### config.mk
export PLATFORM = sky130hd
export DESIGN_NAME = cpu_clk_standby
export DESIGN_NICKNAME = d
export VERILOG_FILES = /design/src/rtl/cks_pkg.sv /design/src/rtl/cks_ctl_reg.sv /design/src/rtl/cks_divider.sv /design/src/rtl/cks_power_fsm.sv /design/src/rtl/cpu_clk_standby.sv
export SDC_FILE = /design/constraint.sdc
export NUM_CORES = 1
export LEC_CHECK = 0
export BUFFER_PORTS_ARGS = -buffer_cell sky130_fd_sc_hd__buf_2
export CELL_PAD_IN_SITES_DETAIL_PLACEMENT = 0
export CELL_PAD_IN_SITES_GLOBAL_PLACEMENT = 1
export CORE_MARGIN = 1
export CORE_UTILIZATION = 35
export CTS_BUF_LIST = sky130_fd_sc_hd__clkbuf_2
export DETAILED_ROUTE_END_ITERATION = 10
export PLACE_DENSITY = 0.76
export SLEW_MARGIN = 25
export SYNTH_ARGS = -nofsm -noshare
export SYNTH_HDL_FRONTEND = slang
export SYNTH_SLANG_ARGS = --single-unit
export TNS_END_PERCENT = 30
### constraint.sdc
create_clock -name clk -period 4.1 [get_ports clk]
set_input_delay 0.205 -clock clk [delete_from_list [all_inputs] [get_ports clk]]
set_output_delay 0.205 -clock clk [all_outputs]
set_load 0.01 [all_outputs]
### src/rtl/cks_pkg.sv
package cks_pkg;

    typedef enum logic [1:0] {
        PS_RUN  = 2'd0,
        PS_HALT = 2'd1,
        PS_STOP = 2'd2,
        PS_WAKE = 2'd3
    } pstate_t;

    localparam int SEL_W = 2;
    localparam int PRE_W = 4;

    // terminal count of the pre-selector: /1, /2, /4, /16
    function automatic logic [PRE_W-1:0] pre_limit(input logic [SEL_W-1:0] sel);
        logic [PRE_W-1:0] lim;
        case (sel)
            2'd0:    lim = 4'd0;
            2'd1:    lim = 4'd1;
            2'd2:    lim = 4'd3;
            default: lim = 4'd15;
        endcase
        return lim;
    endfunction

endpackage

### src/rtl/cks_ctl_reg.sv
module cks_ctl_reg
    import cks_pkg::*;
#(
    parameter logic [SEL_W-1:0] RST_SEL = 2'b11
) (
    input  logic             clk,
    input  logic             rst_n,
    input  logic             wr_en,
    input  logic [3:0]       wr_data,
    input  logic             clr_req,
    output logic [SEL_W-1:0] sel,
    output logic             halt_req,
    output logic             stop_req,
    output logic [3:0]       rd_data
);

    typedef struct packed {
        logic             stop;
        logic             halt;
        logic [SEL_W-1:0] sel;
    } ctl_t;

    ctl_t ctl_d, ctl_q;

    always_comb begin
        ctl_d = ctl_q;
        if (clr_req) begin
            ctl_d.halt = 1'b0;
            ctl_d.stop = 1'b0;
        end
        if (wr_en) begin
            ctl_d.sel  = wr_data[1:0];
            ctl_d.halt = wr_data[2];
            ctl_d.stop = wr_data[3];
        end
    end

    always_ff @(posedge clk or negedge rst_n) begin
        if (!rst_n) begin
            ctl_q <= '{stop: 1'b0, halt: 1'b0, sel: RST_SEL};
        end else begin
            ctl_q <= ctl_d;
        end
    end

    assign sel      = ctl_q.sel;
    assign halt_req = ctl_q.halt;
    assign stop_req = ctl_q.stop;
    assign rd_data  = {ctl_q.stop, ctl_q.halt, ctl_q.sel};

endmodule

### src/rtl/cks_divider.sv
module cks_divider
    import cks_pkg::*;
#(
    parameter int               POST_DIV = 4,
    parameter logic [SEL_W-1:0] RST_SEL  = 2'b11
) (
    input  logic             clk,
    input  logic             rst_n,
    input  logic             osc_en,
    input  logic [SEL_W-1:0] req_sel,
    output logic             boundary,
    output logic             phase_next
);

    localparam int             Q_W    = $clog2(POST_DIV);
    localparam logic [Q_W-1:0] Q_LAST = Q_W'(POST_DIV - 1);
    localparam logic [Q_W-1:0] Q_HALF = Q_W'(POST_DIV / 2);

    typedef struct packed {
        logic [PRE_W-1:0] pre;
        logic [Q_W-1:0]   q;
        logic [SEL_W-1:0] act;
    } div_t;

    div_t div_d, div_q;
    logic pre_tick;

    always_comb begin
        div_d    = div_q;
        pre_tick = osc_en && (div_q.pre == pre_limit(div_q.act));
        boundary = pre_tick && (div_q.q == Q_LAST);
        if (osc_en) begin
            if (pre_tick) begin
                div_d.pre = '0;
                div_d.q   = (div_q.q == Q_LAST) ? '0 : div_q.q + 1'b1;
            end else begin
                div_d.pre = div_q.pre + 1'b1;
            end
        end
        if (boundary) begin
            div_d.act = req_sel;
        end
        phase_next = (div_d.q < Q_HALF);
    end

    always_ff @(posedge clk or negedge rst_n) begin
        if (!rst_n) begin
            div_q <= '{pre: '0, q: '0, act: RST_SEL};
        end else begin
            div_q <= div_d;
        end
    end


    sel_hold_chk: assert property (@(posedge clk) disable iff (!rst_n)
        !boundary |=> $stable(div_q.act));


    frozen_chk: assert property (@(posedge clk) disable iff (!rst_n)
        !osc_en |=> ($stable(div_q.q) && $stable(div_q.pre)));

endmodule

### src/rtl/cks_power_fsm.sv
module cks_power_fsm
    import cks_pkg::*;
(
    input  logic    clk,
    input  logic    rst_n,
    input  logic    boundary,
    input  logic    phase_next,
    input  logic    halt_req,
    input  logic    stop_req,
    input  logic    wake_req,
    input  logic    wait_done,
    output pstate_t state_o,
    output logic    clr_req,
    output logic    cpu_clk,
    output logic    osc_en
);

    typedef struct packed {
        pstate_t st;
        logic    gate;
        logic    clk_out;
    } fsm_t;

    fsm_t f_d, f_q;

    always_comb begin
        f_d     = f_q;
        clr_req = 1'b0;
        case (f_q.st)
            PS_RUN: begin
                if (boundary && stop_req) begin
                    f_d.st  = PS_STOP;
                    clr_req = 1'b1;
                end else if (boundary && halt_req) begin
                    f_d.st  = PS_HALT;
                    clr_req = 1'b1;
                end
            end
            PS_HALT: if (wake_req)  f_d.st = PS_RUN;
            PS_STOP: if (wake_req)  f_d.st = PS_WAKE;
            PS_WAKE: if (wait_done) f_d.st = PS_RUN;
            default: f_d.st = PS_RUN;
        endcase
        if (boundary) begin
            f_d.gate = (f_d.st == PS_RUN);
        end
        f_d.clk_out = f_d.gate && phase_next;
    end

    always_ff @(posedge clk or negedge rst_n) begin
        if (!rst_n) begin
            f_q <= '{st: PS_RUN, gate: 1'b1, clk_out: 1'b1};
        end else begin
            f_q <= f_d;
        end
    end

    assign state_o = f_q.st;
    assign cpu_clk = f_q.clk_out;
    assign osc_en  = (f_q.st != PS_STOP);


    gated_low_chk: assert property (@(posedge clk) disable iff (!rst_n)
        (f_q.st != PS_RUN) |-> !f_q.clk_out);


    halt_release_chk: assert property (@(posedge clk) disable iff (!rst_n)
        (f_q.st == PS_HALT && wake_req) |=> (f_q.st == PS_RUN));


    stop_exit_chk: assert property (@(posedge clk) disable iff (!rst_n)
        (f_q.st == PS_STOP) |=> (f_q.st == PS_STOP || f_q.st == PS_WAKE));


    wake_hold_chk: assert property (@(posedge clk) disable iff (!rst_n)
        (f_q.st == PS_WAKE && !wait_done) |=> (f_q.st == PS_WAKE));


    stop_prio_chk: assert property (@(posedge clk) disable iff (!rst_n)
        (f_q.st == PS_RUN && boundary && stop_req) |=> (f_q.st == PS_STOP));

endmodule

### src/rtl/cpu_clk_standby.sv
module cpu_clk_standby
    import cks_pkg::*;
#(
    parameter int               POST_DIV = 4,
    parameter logic [SEL_W-1:0] RST_SEL  = 2'b11
) (
    input  logic       clk,
    input  logic       rst_n,
    input  logic       wr_en,
    input  logic [3:0] wr_data,
    output logic [3:0] rd_data,
    input  logic       wake_req,
    input  logic       wait_done,
    output logic       cpu_clk,
    output logic       osc_en,
    output logic [1:0] standby
);

    logic [SEL_W-1:0] sel;
    logic             halt_req, stop_req, clr_req;
    logic             boundary, phase_next;
    pstate_t          state;

    cks_ctl_reg #(.RST_SEL(RST_SEL)) u_reg (
        .clk      (clk),
        .rst_n    (rst_n),
        .wr_en    (wr_en),
        .wr_data  (wr_data),
        .clr_req  (clr_req),
        .sel      (sel),
        .halt_req (halt_req),
        .stop_req (stop_req),
        .rd_data  (rd_data)
    );

    cks_divider #(.POST_DIV(POST_DIV), .RST_SEL(RST_SEL)) u_div (
        .clk        (clk),
        .rst_n      (rst_n),
        .osc_en     (osc_en),
        .req_sel    (sel),
        .boundary   (boundary),
        .phase_next (phase_next)
    );

    cks_power_fsm u_fsm (
        .clk        (clk),
        .rst_n      (rst_n),
        .boundary   (boundary),
        .phase_next (phase_next),
        .halt_req   (halt_req),
        .stop_req   (stop_req),
        .wake_req   (wake_req),
        .wait_done  (wait_done),
        .state_o    (state),
        .clr_req    (clr_req),
        .cpu_clk    (cpu_clk),
        .osc_en     (osc_en)
    );

    assign standby = state;


    req_selfclear_chk: assert property (@(posedge clk) disable iff (!rst_n)
        ($rose(standby != 2'd0) && !$past(wr_en)) |-> (rd_data[3:2] == 2'b00));

endmodule

==> out/qor.yml, run 1 <==
grt:
  grt_pass1_wl_mm: 2.84
  grtUsageTotal_pct: 13.6
  grt_pass1_vias: 619
  grt_max_degree: 17
  grt_overflow_total: 0
  antenna_found_initial: 0
power:
  p_int_mw: 0.401
  power.share.clock_pct: 10.9
  pwr-share-comb_pct: 41.3
  power_density_nw_per_um2: 628
  irDropWorstVdd_mv: 0.362
  p_sw_mw: 0.260
  p_total_mw: 0.662
  p_leak_nw: 0.461
  power_frac_seq_pct: 47.8
  p_sw_share_pct: 39.4
drt:
  dr.first_iter.drc_count: 16
  drtPass1Iterations: 4
  wl_per_cell_um: 13.0
  ant_nets: 0
  via_per_inst: 5.42
  drc: 0
  vias: 716
  wl_mm: 1.72
clock_network:
  cts_sinks: 16
  htreeDepth: 1
  clk_pin_slew_worst_paths_ns: 0.15
  cts_hold_buf: 1
  cts_resized: 0
  root_buffer: "clkbuf_2"
  clk_latency_ns: 0.29
  cts_tree: "built"
  cts_setup_buffers: 0
  cts_made_buffers: 3
  clock_path_buffers: 2
yosys:
  synth_ff_type: "dfrtp_1"
  yosys-top-cells-area: "dfrtp_1 (26%), dfstp_2 (17%), mux2_1 (3.6%), mux2_2 (3.6%), buf_4 (3.2%)"
  synth_area_leader_cell: "dfrtp_1"
  synth_nets: 98
  ys.warnings.count: 0
  synth.cell_area_sq_um: 947
  syn_area_per_cell_sq_um: 10.9
  synth_common_cells: "dfrtp_1 (10), nand2_1 (8), dfstp_2 (6)"
  synth_edf_count: 0
  netlist_instances: 87
  synth-async-reset-ratio_pct: 100
  yosys_register_bits: 16
  synth.distinct_cells: 37
  synth_top_area_share_pct: 26.4
  yosysSeqAreaShare_pct: 43.1
  synth_most_common_cell: "dfrtp_1"
sta:
  hold_viol_final: 0
  tightest_slew_ns: 0.448
  skew_ns: 0.0110
  hold_ws_ns: 0.114
  drv_slew: 0
  relSlewSlack_pct: 69.8
  fin_crit_sh_pct: 43.2
  period_needed_ns: 1.77
  max_freq_ghz: 0.564
  rsz0062_at_grt: "false"
  fin_tns_setup_ns: 0
  fin_ws_ns: 2.33
  setup_viol_count_final: 0
placed_design:
  dpl_cell_area_sq_um: 1020
  dpl.cell_count: 127
  dp_hpwl_mm: 1.29
  gp_congestion: 0.771
  pre_cts_slack_ns: 2.34
  portBuffers: 16
setup_path:
  cp-start-kind: "flop"
  r2r-start: "u_div.div_q[6]$_DFFE_PN0N_"
  path_buf_inv: 0
  slowest_delay_ns: 0.48
  cp_data_required_time_ns: 4.33
  startpoint: "u_div.div_q[6]$_DFFE_PN0N_"
  path_max_fanout: 8
  critical_path_class: "flop to flop"
  crit_slowest_cell: "dfrtp_1"
  endpoint_kind: "flop"
  cp.arrival_ns: 2.00
  cpLargestDelayFamily: "flip-flops"
  crit_chain: "nor4_1 -> o211ai_1 -> a31oi_4 -> mux2_1"
hold_path:
  hold_class: "input pin to flop"
  holdCritStartpoint: "wr_data[3]"
floorplan:
  core_area_sq_um: 2520
  initial_core_util_pct: 37.5
  dieWidth_um: 54.0
  rows: 18
  die_area_sq_um: 2920
  io_pins: 17
  die-height_um: 54.0
layout:
  final_cell_area_sq_um: 1050
  nNetsFinal: 114
  n_antenna_cell: 0
  drive_gt1_share_pct: 34.3
  postLayoutCoreUtil_pct: 41.8
  fin_cells: 132
  syn2layout_area_growth_pct: 11.2
job:
  maxCapViolations: 0
status:
  outcome: "finished, final reports clean"
-- tightest hold or removal path: stages --
cell and delay [ns]:
buf_2 0.07, nand2_1 0.04, o21ai_0 0.06
-- power groups by stage --
stage / clock network, mW / logic, mW / registers [mW]
6_report: 0.0723 / 0.273 / 0.316
5_1_grt: 0.0801 / 0.315 / 0.327
4_1_cts: 0.0758 / 0.279 / 0.315
3_5_place_dp: 0 / 0.277 / 0.318
3_3_place_gp: 0 / 0.273 / 0.316
2_1_floorplan: 0 / 0.244 / 0.293
-- placed cells by master, fill, tap and decap left out, types with 2 or more instances in the layout --
cell type / count
a21o_1: 2
a21oi_1: 2
buf_2: 16
clkbuf_2: 3
dfrtp_1: 10
dfstp_2: 6
ha_1: 2
mux2_1: 3
mux2_2: 3
mux2_4: 2
nand2_1: 8
nand2b_1: 4
nand3_1: 4
nand3b_1: 2
nand4_1: 2
nor2_1: 3
nor3_1: 3
nor4_1: 2
o211ai_1: 2
o21ai_0: 4
-- state kept, by name, indices dropped and copies added, names as in the netlist --
signal	count
u_reg.sel	2
u_reg.halt_req	1
u_div.div_q	8
u_fsm.state_o	2
u_reg.stop_req	1
u_fsm.cpu_clk	1
u_fsm.f_q	1
-- per-layer routing --
layer	track usage, %	routed length, um	vias to the layer above
met5	0	0	-
met4	2.56	8	0
met3	4.24	80	2
met2	21.2	794	16
met1	18.6	833	340
li1	-	-	358
-- cell families (layout without fill, tap and decap cells) --
logic type                 after synthesis  in the layout  share of synthesized area, %
xor gates and xnor gates                 2              2                          1.85
adders and majority gates                2              2                          2.64
DFF                                     16             16                          43.1
muxes                                    9              9                          11.4
AOI/OAI and AO/OA                       17             17                          16.4
buffers and inverters                    7             22                          4.62
and+or+nand+nor                         34             34                          20.1
-- cell type report --
class | instances | area [sq um]
clock buffers | 3 | 15.0
clock inverters | 1 | 3.75
fillers | 260 | 1470
inverters | 1 | 3.75
multi-input cells | 64 | 495
flip-flops and latches | 16 | 408
well taps | 30 | 37.5
repair buffers | 17 | 90.1
-- final timing paths --
kind                                                    to  slack (ns)  depth (start not counted)
worst min-delay path            u_reg.stop_req$_DFFE_PN0P_        0.11                          3
min in group asynchronous       u_div.div_q[2]$_DFFE_PN0P_        0.32                          2
worst min register to register     u_fsm.cpu_clk$_DFF_PN1_        0.52                          2
worst max-delay path            u_div.div_q[1]$_DFFE_PN1N_        2.33                          4
max in group asynchronous       u_div.div_q[1]$_DFFE_PN1N_        3.46                          2
worst max register to register  u_div.div_q[1]$_DFFE_PN1N_        2.33                          4
(Power assumes the default switching activity.)
==> inputs of run 2 (changes only) <==
- PLACE_DENSITY: 0.76 -> 0.79
- clock period: 4.1 -> 1.6 ns (I/O delays scaled with it)
==> run 2 against run 1 <==
The run now ends with negative setup slack left. Flip-flop and latch count stayed put. First-iteration DRC count is 50% lower. Worst setup slack worse by 2.4 ns. Clock power is 140% higher. Global-route usage is 2.6 points higher. Critical path depth is 1 higher. Final cell count is 16% higher. Wire length is 22% higher. Critical path type unchanged. Critical endpoint is now u_fsm.cpu_clk$_DFF_PN1_.
==> out/qor.yml, run 2 (same netlist as run 1, synthesis figures left out) <==
status:
  violations: "negative setup slack"
  outcome: "finished with violations"
drt:
  vias: 791
  dr.first_iter.drc_count: 8
  drc: 0
  wl_per_cell_um: 13.7
  drtPass1Iterations: 4
  via_per_inst: 5.17
  ant_nets: 0
  wl_mm: 2.09
power:
  p_sw_share_pct: 39.0
  irDropWorstVdd_mv: 0.983
  p_sw_mw: 0.815
  p_leak_nw: 0.571
  power_frac_seq_pct: 38.4
  pwr-share-comb_pct: 53.3
  power.share.clock_pct: 8.3
  p_total_mw: 2.09
  power_density_nw_per_um2: 1640
  p_int_mw: 1.27
sta:
  tightest_slew_ns: 0.364
  fin_ws_ns: -0.0573
  skew_ns: 0.0127
  period_needed_ns: 1.66
  max_freq_ghz: 0.603
  relSlewSlack_pct: 75.8
  hold_ws_ns: 0.0414
  hold_viol_final: 0
  setup_viol_count_final: 6
  fin_tns_setup_ns: -0.289
  rsz0062_at_grt: "true"
  drv_slew: 0
  fin_crit_sh_pct: 104
layout:
  n_antenna_cell: 0
  largest_reg_flops: 8
  nFillCells: 222
  regMostFlops: "u_div.div_q"
  postLayoutCoreUtil_pct: 50.5
  final_cell_area_sq_um: 1270
  layout_commonest_cell: "buf_4"
  nNetsFinal: 136
  fin_cells: 153
  syn2layout_area_growth_pct: 34.5
  drive_gt1_share_pct: 51.2
  layout_common_cells: "buf_4 (19), buf_2 (16), nand2_1 (8)"
placed_design:
  portBuffers: 16
  dpl_cell_area_sq_um: 1160
  gp_congestion: 0.816
  pre_cts_slack_ns: -0.122
  dpl.cell_count: 144
  dp_hpwl_mm: 1.55
grt:
  antenna_found_initial: 0
  grt_pass1_vias: 745
  grt_pass1_wl_mm: 3.28
  grtUsageTotal_pct: 16.2
  met2_usage_pct: 25.1
  met1_usage_pct: 21.7
  grt.busiest_layer: "met2"
  grt_max_degree: 17
  use_met3_pct: 3.67
  grt_overflow_total: 0
setup_path:
  slowest_delay_ns: 0.49
  cpLargestDelayFamily: "compound AO/OA/AOI/OAI gates"
  endpoint_kind: "flop"
  crit_chain: "and4_4 -> o211a_4 -> o31ai_4 -> buf_4 -> mux2i_1"
  critical_path_class: "flop to flop"
  cp.arrival_ns: 1.86
  cp_data_required_time_ns: 1.80
  cp-start-kind: "flop"
  crit_slowest_cell: "dfrtp_2"
  path_max_fanout: 4
  path_buf_inv: 1
clock_network:
  clk_latency_ns: 0.28
  root_buffer: "clkbuf_2"
  clk_pin_slew_worst_paths_ns: 0.16
  clock_path_buffers: 2
  cts_made_buffers: 3
  htreeDepth: 1
  cts_sinks: 16
  cts_tree: "built"
floorplan:
  initial_core_util_pct: 37.5
  io_pins: 17
  die-height_um: 54.0
  rows: 18
  core_area_sq_um: 2520
  dieWidth_um: 54.0
  die_area_sq_um: 2920
hold_path:
  hold_class: "input pin to flop"
job:
  maxCapViolations: 0
==> run 2: cell types whose count changed in the layout (fill, tap and decap cells not counted), moves of 2 or more <==
cell,previous run,this run
buf_4,0,19
dfrtp_1,10,7
dfrtp_2,0,3
dlygate4sd3_1,1,4
nor3_1,3,1
nor4_1,2,0
==> run 2: worst reg2reg max path: cells and delay by family, from the launching register on <==
kind	cells	cell delay (ns)
buffers and inverters	1	0.17
multiplexers	1	0.20
AND/OR/NAND/NOR	1	0.21
flip-flops	1	0.49
AO/OA/AOI/OAI	2	0.52
==> run 2: power groups by stage <==
stage	registers (mW)	clock network [mW]	logic (mW)
5_1_grt	0.826	0.202	1.23
4_1_cts	0.754	0.185	1.05
6_report	0.802	0.173	1.11
3_3_place_gp	0.749	0	1.00
2_1_floorplan	0.758	0	0.632
3_5_place_dp	0.756	0	1.04
==> run 2: layout make-up <==
cell class	count	area, sq um	area share [%]
clock buffers	3	15.0	1.18
multi-input cells	64	543	42.6
repair buffers	39	263	20.6
well taps	30	37.5	2.95
flip-flops and latches	16	412	32.3
inverters	1	3.75	0.295
==> run 2: final timing paths <==
| path | startpoint | endpoint | slack (ns) | cells after the start |
|---|---|---|---|---|
| min in group asynchronous | rst_n | u_div.div_q[2]$_DFFE_PN0P_ | 0.21 | 2 |
| worst max register to register | u_div.div_q[7]$_DFFE_PN0N_ | u_fsm.cpu_clk$_DFF_PN1_ | -0.06 | 5 |
| worst max-delay path | u_div.div_q[7]$_DFFE_PN0N_ | u_fsm.cpu_clk$_DFF_PN1_ | -0.06 | 5 |
| worst min register to register | u_fsm.f_q[1]$_DFF_PN1_ | u_fsm.cpu_clk$_DFF_PN1_ | 0.55 | 2 |
| worst min-delay path | wr_data[0] | u_reg.sel[0]$_DFFE_PN1P_ | 0.04 | 2 |
| max in group asynchronous | rst_n | u_reg.sel[1]$_DFFE_PN1P_ | 1.07 | 2 |
==> run 2: layer usage <==
metal	part of all wire, %	vias to the layer above
li1	-	395
met1	47	375
met2	49	17
met3	3.2	4
met4	0.86	0
met5	0	-
==> run 2: timing repair <==
action / CTS / global route
gates resized for setup: 1 / 8
setup buffers: 1 / 1
pin swaps: 2 / 4
hold endpoints to repair: 15 / 1
gates cloned: 0 / 0
setup endpoints to repair: 9 / 10
hold buffers: 3 / 1
